===== config.mk =====
export PLATFORM = sky130hd
export DESIGN_NAME = i2c_rx_ack_seq
export DESIGN_NICKNAME = d
export VERILOG_FILES = /design/src/rtl/i2c_rxs_pkg.sv /design/src/rtl/i2c_rxs_cnt.sv /design/src/rtl/i2c_rxs_fsm.sv /design/src/rtl/i2c_rxs_out.sv /design/src/rtl/i2c_rx_ack_seq.sv
export SDC_FILE = /design/constraint.sdc
export NUM_CORES = 1
export LEC_CHECK = 0
export BUFFER_PORTS_ARGS = -buffer_cell sky130_fd_sc_hd__buf_2
export CAP_MARGIN = 10
export CORE_ASPECT_RATIO = 1.5
export CORE_MARGIN = 2
export CORE_UTILIZATION = 36
export CTS_CLUSTER_SIZE = 24
export DETAILED_ROUTE_END_ITERATION = 10
export RECOVER_POWER = 50
export SLEW_MARGIN = 20
export SYNTH_ARGS = -nofsm -noshare
export SYNTH_HDL_FRONTEND = slang
export SYNTH_SLANG_ARGS = --single-unit

===== constraint.sdc =====
create_clock -name clk_i -period 3.5 [get_ports clk_i]
set_input_delay 0.525 -clock clk_i [delete_from_list [all_inputs] [get_ports clk_i]]
set_output_delay 0.525 -clock clk_i [all_outputs]
set_load 0.02 [all_outputs]

===== src/rtl/i2c_rxs_pkg.sv =====
package i2c_rxs_pkg;
  typedef enum logic [2:0] {
    ST_IDLE, ST_ADDR, ST_ONE_REQ, ST_RUN, ST_RD_A, ST_RD_B
  } rxs_state_e;

  typedef enum logic [2:0] {
    CL_ZERO, CL_ONE, CL_TWO, CL_THREE, CL_MANY
  } cnt_cls_e;

  localparam int unsigned NUM_PULSE  = 5;
  localparam int unsigned PI_STOP    = 0;
  localparam int unsigned PI_RESTART = 1;
  localparam int unsigned PI_READ    = 2;
  localparam int unsigned PI_DONE    = 3;
  localparam int unsigned PI_ERR     = 4;
endpackage


===== src/rtl/i2c_rxs_cnt.sv =====
module i2c_rxs_cnt
  import i2c_rxs_pkg::*;
#(
  parameter int unsigned CNT_W = 8
) (
  input  logic             clk_i,
  input  logic             rst_ni,
  input  logic             load_i,
  input  logic [CNT_W-1:0] load_val_i,
  input  logic             dec_i,
  output cnt_cls_e         cls_o
);
  localparam logic [CNT_W-1:0] ONE   = CNT_W'(1);
  localparam logic [CNT_W-1:0] TWO   = CNT_W'(2);
  localparam logic [CNT_W-1:0] THREE = CNT_W'(3);

  logic [CNT_W-1:0] cnt_q;

  always_ff @(posedge clk_i or negedge rst_ni) begin
    if (!rst_ni)                      cnt_q <= '0;
    else if (load_i)                  cnt_q <= load_val_i;
    else if (dec_i && cnt_q != '0)    cnt_q <= cnt_q - ONE;
  end

  always_comb begin
    if (cnt_q == '0)         cls_o = CL_ZERO;
    else if (cnt_q == ONE)   cls_o = CL_ONE;
    else if (cnt_q == TWO)   cls_o = CL_TWO;
    else if (cnt_q == THREE) cls_o = CL_THREE;
    else                     cls_o = CL_MANY;
  end
endmodule


===== src/rtl/i2c_rxs_fsm.sv =====
module i2c_rxs_fsm
  import i2c_rxs_pkg::*;
(
  input  logic                 clk_i,
  input  logic                 rst_ni,
  input  logic                 start_i,
  input  logic                 rd_dir_i,
  input  logic                 last_i,
  input  logic                 addr_done_i,
  input  logic                 rx_ne_i,
  input  logic                 btf_i,
  input  logic                 err_i,
  input  cnt_cls_e             cls_i,
  output logic                 load_o,
  output logic                 dec_o,
  output logic                 ack_set_o,
  output logic                 ack_clr_o,
  output logic                 pos_set_o,
  output logic                 pos_clr_o,
  output logic [NUM_PULSE-1:0] pulse_d_o
);
  rxs_state_e st_q, st_d;
  logic       last_q;
  logic       any_ev;

  assign any_ev = rx_ne_i | btf_i;

  always_ff @(posedge clk_i or negedge rst_ni) begin
    if (!rst_ni) begin
      st_q   <= ST_IDLE;
      last_q <= 1'b0;
    end else begin
      st_q <= st_d;
      if (load_o) last_q <= last_i;
    end
  end

  always_comb begin
    st_d      = st_q;
    load_o    = 1'b0;
    ack_set_o = 1'b0;
    ack_clr_o = 1'b0;
    pos_set_o = 1'b0;
    pos_clr_o = 1'b0;
    pulse_d_o = '0;
    unique case (st_q)
      ST_IDLE: begin
        if (start_i && rd_dir_i) begin
          load_o = 1'b1;
          st_d   = ST_ADDR;
        end
      end
      ST_ADDR: begin
        if (addr_done_i) begin
          unique case (cls_i)
            CL_ZERO: begin
              pulse_d_o[PI_STOP]    = last_q;
              pulse_d_o[PI_RESTART] = !last_q;
              pulse_d_o[PI_DONE]    = 1'b1;
              pos_clr_o             = 1'b1;
              st_d                  = ST_IDLE;
            end
            CL_ONE: begin
              ack_clr_o = 1'b1;
              st_d      = ST_ONE_REQ;
            end
            CL_TWO: begin
              ack_clr_o = 1'b1;
              pos_set_o = 1'b1;
              st_d      = ST_RUN;
            end
            default: begin
              ack_set_o = 1'b1;
              st_d      = ST_RUN;
            end
          endcase
        end
      end
      ST_ONE_REQ: begin
        // NACK already armed; now request bus termination
        pulse_d_o[PI_STOP]    = last_q;
        pulse_d_o[PI_RESTART] = !last_q;
        st_d                  = ST_RUN;
      end
      ST_RUN: begin
        unique case (cls_i)
          CL_ONE: begin
            if (any_ev) begin
              pulse_d_o[PI_READ] = 1'b1;
              pulse_d_o[PI_DONE] = 1'b1;
              pos_clr_o          = 1'b1;
              st_d               = ST_IDLE;
            end
          end
          CL_TWO: begin
            if (btf_i) begin
              pulse_d_o[PI_STOP]    = last_q;
              pulse_d_o[PI_RESTART] = !last_q;
              st_d                  = ST_RD_A;
            end
          end
          CL_THREE: begin
            if (btf_i) begin
              ack_clr_o          = 1'b1;
              pulse_d_o[PI_READ] = 1'b1;
            end
          end
          CL_MANY: begin
            if (any_ev) pulse_d_o[PI_READ] = 1'b1;
          end
          default: begin
            pulse_d_o[PI_DONE] = 1'b1;
            pos_clr_o          = 1'b1;
            st_d               = ST_IDLE;
          end
        endcase
      end
      ST_RD_A: begin
        pulse_d_o[PI_READ] = 1'b1;
        st_d               = ST_RD_B;
      end
      ST_RD_B: begin
        pulse_d_o[PI_READ] = 1'b1;
        pulse_d_o[PI_DONE] = 1'b1;
        pos_clr_o          = 1'b1;
        st_d               = ST_IDLE;
      end
      default: st_d = ST_IDLE;
    endcase

    // abort overrides everything while a message is active
    if (st_q != ST_IDLE && err_i) begin
      load_o            = 1'b0;
      ack_set_o         = 1'b0;
      pos_set_o         = 1'b0;
      ack_clr_o         = 1'b1;
      pos_clr_o         = 1'b1;
      pulse_d_o         = '0;
      pulse_d_o[PI_DONE] = 1'b1;
      pulse_d_o[PI_ERR]  = 1'b1;
      st_d              = ST_IDLE;
    end
  end

  assign dec_o = pulse_d_o[PI_READ];
endmodule


===== src/rtl/i2c_rxs_out.sv =====
module i2c_rxs_out
  import i2c_rxs_pkg::*;
(
  input  logic                 clk_i,
  input  logic                 rst_ni,
  input  logic                 ack_set_i,
  input  logic                 ack_clr_i,
  input  logic                 pos_set_i,
  input  logic                 pos_clr_i,
  input  logic [NUM_PULSE-1:0] pulse_d_i,
  output logic                 ack_o,
  output logic                 pos_o,
  output logic [NUM_PULSE-1:0] pulse_o
);
  always_ff @(posedge clk_i or negedge rst_ni) begin
    if (!rst_ni) begin
      ack_o <= 1'b0;
      pos_o <= 1'b0;
    end else begin
      if (ack_clr_i)      ack_o <= 1'b0;
      else if (ack_set_i) ack_o <= 1'b1;
      if (pos_clr_i)      pos_o <= 1'b0;
      else if (pos_set_i) pos_o <= 1'b1;
    end
  end

  for (genvar g = 0; g < NUM_PULSE; g++) begin : g_pulse
    always_ff @(posedge clk_i or negedge rst_ni) begin
      if (!rst_ni) pulse_o[g] <= 1'b0;
      else         pulse_o[g] <= pulse_d_i[g];
    end
  end
endmodule


===== src/rtl/i2c_rx_ack_seq.sv =====
module i2c_rx_ack_seq
  import i2c_rxs_pkg::*;
#(
  parameter int unsigned CNT_W = 8
) (
  input  logic             clk_i,
  input  logic             rst_ni,
  input  logic             start_i,
  input  logic             addr_rw_i,
  input  logic [CNT_W-1:0] count_i,
  input  logic             last_i,
  input  logic             addr_done_i,
  input  logic             rx_ne_i,
  input  logic             btf_i,
  input  logic             err_i,
  output logic             ack_en_o,
  output logic             pos_sel_o,
  output logic             stop_req_o,
  output logic             restart_req_o,
  output logic             rd_strobe_o,
  output logic             done_o,
  output logic             err_o
);
  cnt_cls_e             cls;
  logic                 load, dec;
  logic                 ack_set, ack_clr, pos_set, pos_clr;
  logic [NUM_PULSE-1:0] pulse_d, pulse_q;

  i2c_rxs_cnt #(.CNT_W(CNT_W)) u_cnt (
    .clk_i      (clk_i),
    .rst_ni     (rst_ni),
    .load_i     (load),
    .load_val_i (count_i),
    .dec_i      (dec),
    .cls_o      (cls)
  );

  i2c_rxs_fsm u_fsm (
    .clk_i       (clk_i),
    .rst_ni      (rst_ni),
    .start_i     (start_i),
    .rd_dir_i    (addr_rw_i),
    .last_i      (last_i),
    .addr_done_i (addr_done_i),
    .rx_ne_i     (rx_ne_i),
    .btf_i       (btf_i),
    .err_i       (err_i),
    .cls_i       (cls),
    .load_o      (load),
    .dec_o       (dec),
    .ack_set_o   (ack_set),
    .ack_clr_o   (ack_clr),
    .pos_set_o   (pos_set),
    .pos_clr_o   (pos_clr),
    .pulse_d_o   (pulse_d)
  );

  i2c_rxs_out u_out (
    .clk_i     (clk_i),
    .rst_ni    (rst_ni),
    .ack_set_i (ack_set),
    .ack_clr_i (ack_clr),
    .pos_set_i (pos_set),
    .pos_clr_i (pos_clr),
    .pulse_d_i (pulse_d),
    .ack_o     (ack_en_o),
    .pos_o     (pos_sel_o),
    .pulse_o   (pulse_q)
  );

  assign stop_req_o    = pulse_q[PI_STOP];
  assign restart_req_o = pulse_q[PI_RESTART];
  assign rd_strobe_o   = pulse_q[PI_READ];
  assign done_o        = pulse_q[PI_DONE];
  assign err_o         = pulse_q[PI_ERR];
endmodule


; ---- Yosys cells after proc, flatten, opt, wreduce, memory -nomap -nowiden
; Cells that the tools add are included.
[totals]
register_bits = 19
input_bits = 17
out_inout_bits = 7
wordCells = 99
[classes]
addsub = 1
n_eq_ne = 17
muxes = 52
bitwise = 1
reduce_logical = 18
[op_table]
columns = op, count
row1 = 2-to-1 mux 3 bit, 9
row2 = 2-to-1 mux 1 bit, 24
row3 = "equality test 8 x 2 -> 1 bit, second input constant", 2
row4 = 2-to-1 mux 8 bit, 2
row5 = case mux 3 bit (5 select lines), 1
row6 = "equality test 3 x 2 -> 1 bit, second input constant", 4
row7 = 2-to-1 mux 2 bit, 5
row8 = "equality test 3 bit, second input constant", 3
row9 = case mux 1 bit (3 select lines), 3
row10 = case mux 3 bit (3 select lines), 1
row11 = "equality test 8 x 1 -> 1 bit, second input constant", 1
row12 = zero test 8 bit, 1
row13 = case mux 1 bit (2 select lines), 4
row14 = nonzero test 8 bit, 1
row15 = "subtractor 8 x 1 -> 8 bit, second input constant", 1
row16 = "equality test 3 x 1 -> 1 bit, second input constant", 2
row17 = zero test 3 bit, 2
row18 = "inequality test 3 x 2 -> 1 bit, second input constant", 2
row19 = case mux 2 bit (3 select lines), 1
row20 = nonzero test 2 bit, 3
row21 = OR reduction 2 bit, 3
row22 = OR reduction 3 bit, 2
row23 = 2-to-1 mux 5 bit, 1
row24 = AND reduction 5 bit, 1
row25 = other kinds (8), 10

; ---- Logic depth before layout (Yosys ltp)
; Gate-level depths: netlist of the first run.
[logic_depth]
word_depth = 13
ltp_mapped = 9
depth_no_buf = 7

; ---- Hierarchy
; From an unflattened synthesis of the first run, not the netlist that was laid out.
[unflattened]
hier_cells = 156
area_unflattened_um2 = 1387.6
[by_module_without_submodules]
columns = module, n_inst, cells_per_inst, area_per_inst_um2, seq_area_each_um2
row1 = i2c_rxs_cnt, 1, 73, 658.1, 200.2
row2 = i2c_rxs_fsm, 1, 74, 534.3, 100.1
row3 = i2c_rxs_out, 1, 9, 195.2, 175.2

; ---- Worst setup path before layout of the first run
; No wires, ideal clock.
[synth_path]
kind = register to register
from = register u_cnt.cnt_q[1]
to = register u_cnt.cnt_q[0]
setup_time_ns = 0.082
arrival_ns = 1.929
required_time_ns = 3.418
setup_slack_ns = 1.489
path_stages_with_launch = 10
path_buffers = 2
period_less_slack_ns = 2.011
cell_sequence = dfrtp_1 > inv_1 > ha_1 > or3b_1 > buf_2 > o21ai_2 > o311ai_4 > buf_6 > or3_1 > a31oi_1
[synth_between]
elab_chain_cells = 11
word_cells_on_any_way = 17
cone_classes = eq/ne: 6 / mux: 7 / reduce/logical: 4
[synth_lines]
columns = element, line_no
row1 = from (decl), i2c_rxs_cnt.sv:17  ; logic [CNT_W-1:0] cnt_q;
row2 = from (signal assigned), i2c_rxs_cnt.sv:21  ; else if (load_i) cnt_q <= load_val_i;
row3 = from (signal assigned), i2c_rxs_cnt.sv:22  ; else if (dec_i && cnt_q != '0) cnt_q <= cnt_q - ONE;
row4 = equality test 8 x 2 -> 1 bit, i2c_rxs_cnt.sv:29  ; else if (cnt_q == THREE) cls_o = CL_THREE;
row5 = 2-to-1 mux 3 bit, i2c_rxs_cnt.sv:29
row6 = 2-to-1 mux 3 bit, i2c_rxs_cnt.sv:28  ; else if (cnt_q == TWO) cls_o = CL_TWO;
row7 = 2-to-1 mux 3 bit, i2c_rxs_cnt.sv:27  ; else if (cnt_q == ONE) cls_o = CL_ONE;
row8 = 2-to-1 mux 3 bit, i2c_rxs_cnt.sv:26  ; if (cnt_q == '0) cls_o = CL_ZERO;
row9 = "equality test 3 bit, or another cell as far along", i2c_rxs_fsm.sv:86  ; unique case (cls_i)
row10 = case mux 1 bit (3 select lines), i2c_rxs_fsm.sv:86
row11 = case mux 1 bit (2 select lines), i2c_rxs_fsm.sv:46  ; unique case (st_q)
row12 = 2-to-1 mux 5 bit, i2c_rxs_fsm.sv:132  ; if (st_q != ST_IDLE && err_i) begin
row13 = logical AND 1 bit *, i2c_rxs_cnt.sv:22
row14 = nonzero test 2 bit (no source line) *, n/a
; Every way passes the cells marked *; elsewhere a longest branch is shown, timed or not.
; A chain may end at the register's enable or synchronous reset.

; ---- Final worst setup path of the first run
[layout_path]
from = register u_cnt.cnt_q[1]
to = register u_cnt.cnt_q[3]
[layout_between]
elab_chain_cells = 11
word_cells_on_any_way = 20
cone_classes = add/sub: 1 / eq/ne: 6 / mux: 9 / reduce/logical: 4
[layout_lines]
columns = element, line_no
row1 = equality test 8 x 2 -> 1 bit, i2c_rxs_cnt.sv:29
row2 = 2-to-1 mux 3 bit, i2c_rxs_cnt.sv:29
row3 = 2-to-1 mux 3 bit, i2c_rxs_cnt.sv:28
row4 = 2-to-1 mux 3 bit, i2c_rxs_cnt.sv:27
row5 = 2-to-1 mux 3 bit, i2c_rxs_cnt.sv:26
row6 = "equality test 3 bit, or another cell as far along", i2c_rxs_fsm.sv:86
row7 = case mux 1 bit (3 select lines), i2c_rxs_fsm.sv:86
row8 = case mux 1 bit (2 select lines), i2c_rxs_fsm.sv:46
row9 = 2-to-1 mux 5 bit, i2c_rxs_fsm.sv:132
row10 = logical AND 1 bit, i2c_rxs_cnt.sv:22
row11 = nonzero test 2 bit (no source line), n/a
; Several ways; a longest one is shown, not always the timed one. The select of a mux whose other input is x is not followed.

==> results of run 1 <==
==> how the worst min path moves through the flow <==
stage               slack [ps]                to    startpoint
global placement           470  u_out.pulse_o[1]  u_fsm.last_q
CTS                        210    u_cnt.cnt_q[0]        rst_ni
finish                     420    u_cnt.cnt_q[0]        rst_ni
detailed placement         460  u_out.pulse_o[1]  u_fsm.last_q
global route               480      u_fsm.last_q        last_i
floorplan                  230    u_cnt.cnt_q[0]        rst_ni
==> worst max-delay path: cells and delay by family, from the launching register on <==
family | cells | cell delay [ps]
adders and majority gates | 1 | 210
DFF | 1 | 420
AOI/OAI and AO/OA | 2 | 320
and+or+nand+nor | 3 | 1100
buffers and inverters | 1 | 110
==> cells in the final DEF, fill, tap and decap left out, types with 3 or more instances in the layout <==
cell type  Yosys  routed
o21ai_0        9       9
dfrtp_1       19      19
inv_1          5       5
o31ai_1        3       3
a21oi_1        5       5
or4_1          3       3
o311ai_1       3       3
nor3_1         3       3
nor2_1        13      13
clkbuf_8       0       3
nand3_1        8       8
ha_1           5       5
clkbuf_1       3       5
a31oi_1        6       6
buf_2          4      19
nand2_1       14      14
nand2b_1       3       3
or3_1          9       9
nor2b_1        6       6
==> registers in the layout (all words and copies together) (netlist names) <==
register and count:
u_out.pos_o 1, u_cnt.cnt_q 8, u_fsm.last_q 1, u_out.ack_o 1
u_out.pulse_o 5, u_fsm.st_q 3
==> synth_stat cells (2+ instances only) <==
master    instances
o21ai_1           2
o21ai_0           9
a31oi_1           6
ha_1              5
nor2_1           13
nor4_1            2
inv_1             5
o311ai_1          3
o21a_1            2
nand2_1          14
clkbuf_1          3
nor3_1            3
a21boi_0          2
and3_1            2
o31ai_1           3
dfrtp_1          19
a21oi_1           5
nand3_1           8
or3_1             9
or4_1             3
buf_2             4
nor2b_1           6
nand2b_1          3
==> layer usage <==
layer | wire [um] | global-route usage [%]
met5 | 0 | 0
met1 | 1290 | 19.5
met4 | 40 | 6.67
met2 | 1520 | 26.3
met3 | 153 | 2.33
==> cells by family after synthesis <==
| logic type | after synthesis | share of synthesized area (%) |
|---|---|---|
| simple gates | 70 | 30.6 |
| compound gates | 40 | 22.3 |
| flops | 19 | 37.4 |
| buf+inv | 13 | 4.82 |
| fa+ha+maj | 5 | 4.92 |
==> where the power goes <==
group          switching (mW)  internal, mW
registers               0.102         0.299
clock network          0.0697        0.0808
logic                   0.275         0.176
total                   0.446         0.556
==> stage by stage <==
| stage | setup WS (ps) | area, sq um |
|---|---|---|
| after global placement | 1400 | 1400 |
| after CTS | 1270 | 1440 |
| after floorplan | 1490 | 1270 |
| after detailed placement | 1300 | 1400 |
| final | 1270 | 1440 |
| after global routing | 1160 | 1440 |
==> final cells by class <==
cell class                 count  area, sq um  area share [%]
multi-input combinational    115          736            51.2
sequential                    19          475            33.1
timing repair buffer          23          110            7.66
tap                           42         52.6            3.66
clock buffer                   4         45.0            3.13
inverter                       5         18.8            1.31
==> results by group, run 1 <==
Run status
  • Status: finished, final reports clean

Timing
  • Pins over their slew limit: 0
  • F_max: 448 MHz
  • Hold WS: 417 ps
  • Final hold vios: 0
  • Clk_skew: 2.23 ps
  • Relative slew margins: 33.2%
  • Final setup viols: 0
  • Fin crit period: 2230 ps
  • Tcrit/Tclk final: 63.8%
  • Pin slew with the least headroom to its limit: 1000 ps
  • Setup TNS: 0 ps
  • RSZ-0062 raised after global routing: no

Critical path
  • FF-to-FF End: u_cnt.cnt_q[3]
  • Crit path max-delay cell type: or4_1
  • Cells along the critical path: inv_1, ha_1, or3b_1, o21ai_2, o311ai_4, or4_1, nand3_1
  • CP Data Required Time: 3690 ps
  • WP data arrival: 2420 ps
  • Critical Path Fanout Max: 15
  • CP Class: reg2reg
  • Startpoint Class: register
  • CP endpoint kind: register
  • CP Launch Point: u_cnt.cnt_q[1]
  • Slowest stage delay, CP: 520 ps
  • Reg-to-Reg Start: u_cnt.cnt_q[1]
  • CP endpoint: u_cnt.cnt_q[3]
  • Reg2reg path depth: 7
  • FF-to-FF setup slack: about 1300 ps

Logic synthesis
  • Mean Syn Cell Area: a little under 9 sq um
  • Number of synthesized flops with an enable pin: 0
  • #FFs+latches synth: 19
  • Synth Warn #: 0
  • Synth cell types: 39
  • Ys flop type: dfrtp_1
  • Mapped cell area: 0.00127 sq mm
  • Leading post-synthesis cells by cell area: dfrtp_1 37%, ha_1 4.9%, or3_1 4.4%, nand2_1 4.1%, nor2_1 3.8%
  • Syn nets: 169
  • Post-synth top area share: 37.4%
  • Leading area contributor after synthesis: dfrtp_1
  • Post-synthesis sequential area ratio: 37.4%
  • Post-synth ARST share: 100%
  • Syn Inst Count: 147

Place
  • DPL Wire Length: roughly 2300 um
  • GPL Wtd Cong: 0.989
  • Port Buffer Count: 23
  • Placed Cells incl. Taps: 204

Clock tree
  • Clk sink count: 19
  • Cts hold-fix bufs: 0
  • Clock tree buffer depth: 2
  • Root Driver: clkbuf_8
  • CTS tree: yes
  • Clk_lat worst skew: 250 ps
  • Worst-path clk slew: 70 ps
  • Post-cts sizing count: 0
  • Number of CTS-inserted buffers: 3
  • Setup Buffers After CTS: 0
  • H-tree depth: 1

Floorplan
  • Die area: 0.00404 sq mm
  • Row count: 26
  • Initial core utilization: 37.6%
  • Die height: 76.8 um
  • Core ar.: 0.00338 sq mm
  • # IOs: 24
  • Die width: roughly 53 um

Global route
  • Gr usage total: 15.7%
  • Global-route wire length before repair: between 4000 and 5000 um
  • Vias in the first global route: between 1000 and 1500
  • Initial antenna violation count: 0
  • Remaining Overflow, GRT: 0
  • Largest net degree at the start of global routing: 20

Pwr
  • Power, Total: about 1 mW
  • VDD IR max: 0.283 mV
  • Leak Pwr: 0.633 nW
  • Pwr Density: 698 mW/mm^2

Route
  • Vias: ~1200
  • First DRT Iteration DRCs: 26
  • Total wire length: 3000 um
  • Vias per cell: roughly 5.7
  • DRT Pass-1 Iters: 4
  • Post-route ant nets: 0
  • DRC Markers: 0
  • Wire per inst: 14.4 um

Flow run
  • MaxCap Viol Count: 0

Cells and area
  • Area Overhead vs Synth: 13.0%
  • Ratio of cells with drive above 1 in the final layout: between 10% and 20%
  • Antenna fix cells: 0
  • Final Non-Filler Cells: ~210
  • Final Util: 42.5%
  • Fill count: 368
  • Final nets: ~190

Worst hold path
  • Min-Delay Path Class: in2async
Note: power is estimated with default switching activity, not from simulation.
==> run 2, diff against run 1 <==
- clock period: 3.5 -> 2.3 ns (I/O delays scaled with it)
==> run 2 against run 1 <==
Net effect: global-route usage is 1.1 points higher; largest cell class unchanged; via count is 0.68% higher; register-to-register slack worse by 1100 ps; largest power group unchanged; clock power is 55% higher; first-iteration DRC count is 3.8% lower; wire length is 5.7% higher; critical path type unchanged; non-clock buffer count is 1 higher; design area is 1.8% higher.
==> results by group, run 2 (synthesis gave the netlist of run 1 again) <==
Pwr
  • Pwr Density: 1060 mW/mm^2 (+52%)
  • VDD IR max: 0.533 mV (+88%)
  • Leak Pwr: 0.640 nW (+1.1%)

Critical path
  • Crit path max-delay cell type: or4_1
  • Startpoint Class: register
  • CP Launch Point: u_cnt.cnt_q[1]
  • CP Class: reg2reg
  • WP data arrival: 2350 ps (-70 ps)
  • Worst path top cell family by delay: simple AND/OR/NAND/NOR gates
  • CP Data Required Time: 2490 ps (-1200 ps)
  • Critical Path Fanout Max: 8 (-7)
  • Bufs and invs on worst path: 1 (unchanged)
  • Reg2reg path depth: 7 (unchanged)
  • Reg-to-Reg Start: u_cnt.cnt_q[1]
  • Cells along the critical path: inv_1, ha_1, or3b_4, o21ai_2, o311ai_4, or4_1, nand3_1
  • CP endpoint kind: register
  • FF-to-FF End: u_cnt.cnt_q[3]
  • Slowest stage delay, CP: 490 ps (-30 ps)
  • FF-to-FF setup slack: 140 ps (-1120 ps)

Place
  • GPL Wtd Cong: 0.996 (+0.68%)
  • Placed Cells incl. Taps: 205 (+0.49%)
  • Port Buffer Count: 23 (unchanged)
  • DPL Wire Length: 2380 um (+2.4%)

Cells and area
  • Top Registers: u_cnt.cnt_q x8, u_out.pulse_o x5, u_fsm.st_q x3
  • Largest register FFs: 8 (unchanged)
  • Multi-input logic area: 754 sq um (+2.6%)
  • Final Non-Filler Cells: 210 (+0.96%)
  • Ratio of cells with drive above 1 in the final layout: 19.0% (+1.6 points)
  • Final Util: 43.3% (+0.78 points)
  • Most frequent cells in the layout: 19 x buf_2, 19 x dfrtp_1, 14 x nand2_1, 13 x nor2_1
  • Fill count: 364 (-1.1%)
  • Final nets: 191 (+1.1%)
  • Area Overhead vs Synth: 15.0%
  • Register area: 475 sq um (unchanged)
  • Antenna fix cells: 0 (unchanged)
  • Register bank with the most flops: u_cnt.cnt_q

Timing
  • Relative slew margins: 29.0% (-4.2 points)
  • Final hold vios: 0 (unchanged)
  • Hold WS: 261 ps (-156 ps)
  • Setup TNS: 0 ps (unchanged)
  • Tcrit/Tclk final: 93.9% (+30 points)
  • F_max: 463 MHz (+3.5%)
  • Final setup viols: 0 (unchanged)
  • Clk_skew: 2.66 ps (+0.430 ps)
  • Fin crit period: 2160 ps (-75.4 ps)
  • Pin slew with the least headroom to its limit: 1060 ps (+62.5 ps)
  • Pins over their slew limit: 0 (unchanged)

Global route
  • Gr usage total: 16.8% (+1.1 points)
  • Global-route wire length before repair: 5210 um (+5.6%)
  • Most Crowded Layer GR: met2
  • Vias in the first global route: 1181 (+8.9%)
  • Grt met2 use: 27.8% (+1.5 points)
  • Met3 GRT Util: 2.14% (-0.19 points)
  • Met1 GRT Util: 20.7% (+1.2 points)
  • Largest net degree at the start of global routing: 20 (unchanged)
  • Remaining Overflow, GRT: 0 (unchanged)
  • Initial antenna violation count: 0 (unchanged)

Route
  • Post-route ant nets: 0 (unchanged)
  • Wire per inst: 15.1 um (+4.7%)
  • First DRT Iteration DRCs: 25 (-3.8%)
  • DRC Markers: 0 (unchanged)
  • Vias per cell: 5.67 (-0.28%)
  • DRT Pass-1 Iters: 4 (unchanged)
  • Vias: 1191 (+0.68%)
  • Total wire length: 3170 um (+5.7%)

Floorplan
  • Row count: 26 (unchanged)
  • # IOs: 24 (unchanged)
  • Initial core utilization: 37.6% (unchanged)
  • Core ar.: 0.00338 sq mm (unchanged)
  • Die height: 76.8 um (unchanged)
  • Die area: 0.00404 sq mm (unchanged)
  • Die width: 52.5 um (unchanged)

Flow run
  • MaxCap Viol Count: 0 (unchanged)

Clock tree
  • Post-cts sizing count: 0 (unchanged)
  • Number of CTS-inserted buffers: 3 (unchanged)
  • Clk_lat worst skew: 250 ps (about the same)
  • Setup Buffers After CTS: 0 (unchanged)
  • Root Driver: clkbuf_8
  • Cts hold-fix bufs: 0 (unchanged)
  • H-tree depth: 1 (unchanged)
  • Clk sink count: 19 (unchanged)
  • Worst-path clk slew: 70 ps (about the same)
  • Clock tree buffer depth: 2 (unchanged)
  • CTS tree: yes

Worst hold path
  • Min-Delay Path Class: in2async

Run status
  • Status: finished, final reports clean
[run 2: worst register-to-register path, delay by kind of cell (launching register included)]
kind,cells,cell delay (ps)
AO/OA/AOI/OAI,2,300
adder cells (fa/ha/maj),1,220
buffers and inverters,1,120
flip-flops,1,430
AND/OR/NAND/NOR,3,1030
[run 2: final cells by class]
cell class,count,area share (%)
Sequential cell,19,32.5
Inverter,5,1.28
Multi-Input combinational cell,116,51.5
Timing Repair Buffer,24,8.03
Clock buffer,4,3.08
Tap cell,42,3.59
[run 2: worst max-delay path by stage]
stage,to,slack [ps],cells after the start
after global routing,u_cnt.cnt_q[5],-80,5
after detailed placement,u_cnt.cnt_q[3],130,7
after CTS,u_cnt.cnt_q[3],90,7
final,u_cnt.cnt_q[3],140,7
after floorplan,u_cnt.cnt_q[0],290,9
after global placement,u_cnt.cnt_q[3],200,7
[run 2: stage by stage]
stage,total power [mW],area [sq um],setup slack (ps)
after detailed placement,1.30,1410,130
after global routing,1.68,1460,-83.1
after global placement,1.28,1410,201
after floorplan,1.12,1270,289
final,1.55,1460,141
after CTS,1.54,1450,85.8
[run 2: metal layers]
layer	up-vias	wire length (um)
met3	8	135
met2	33	1540
met4	0	87
met1	562	1400
li1	588	-
met5	-	0
[run 2: power breakdown]
part	internal (mW)	switching, mW	leakage, nW
sequential	0.455	0.159	0.241
clock	0.123	0.110	0.0228
combinational	0.277	0.424	0.376
total	0.856	0.693	0.640
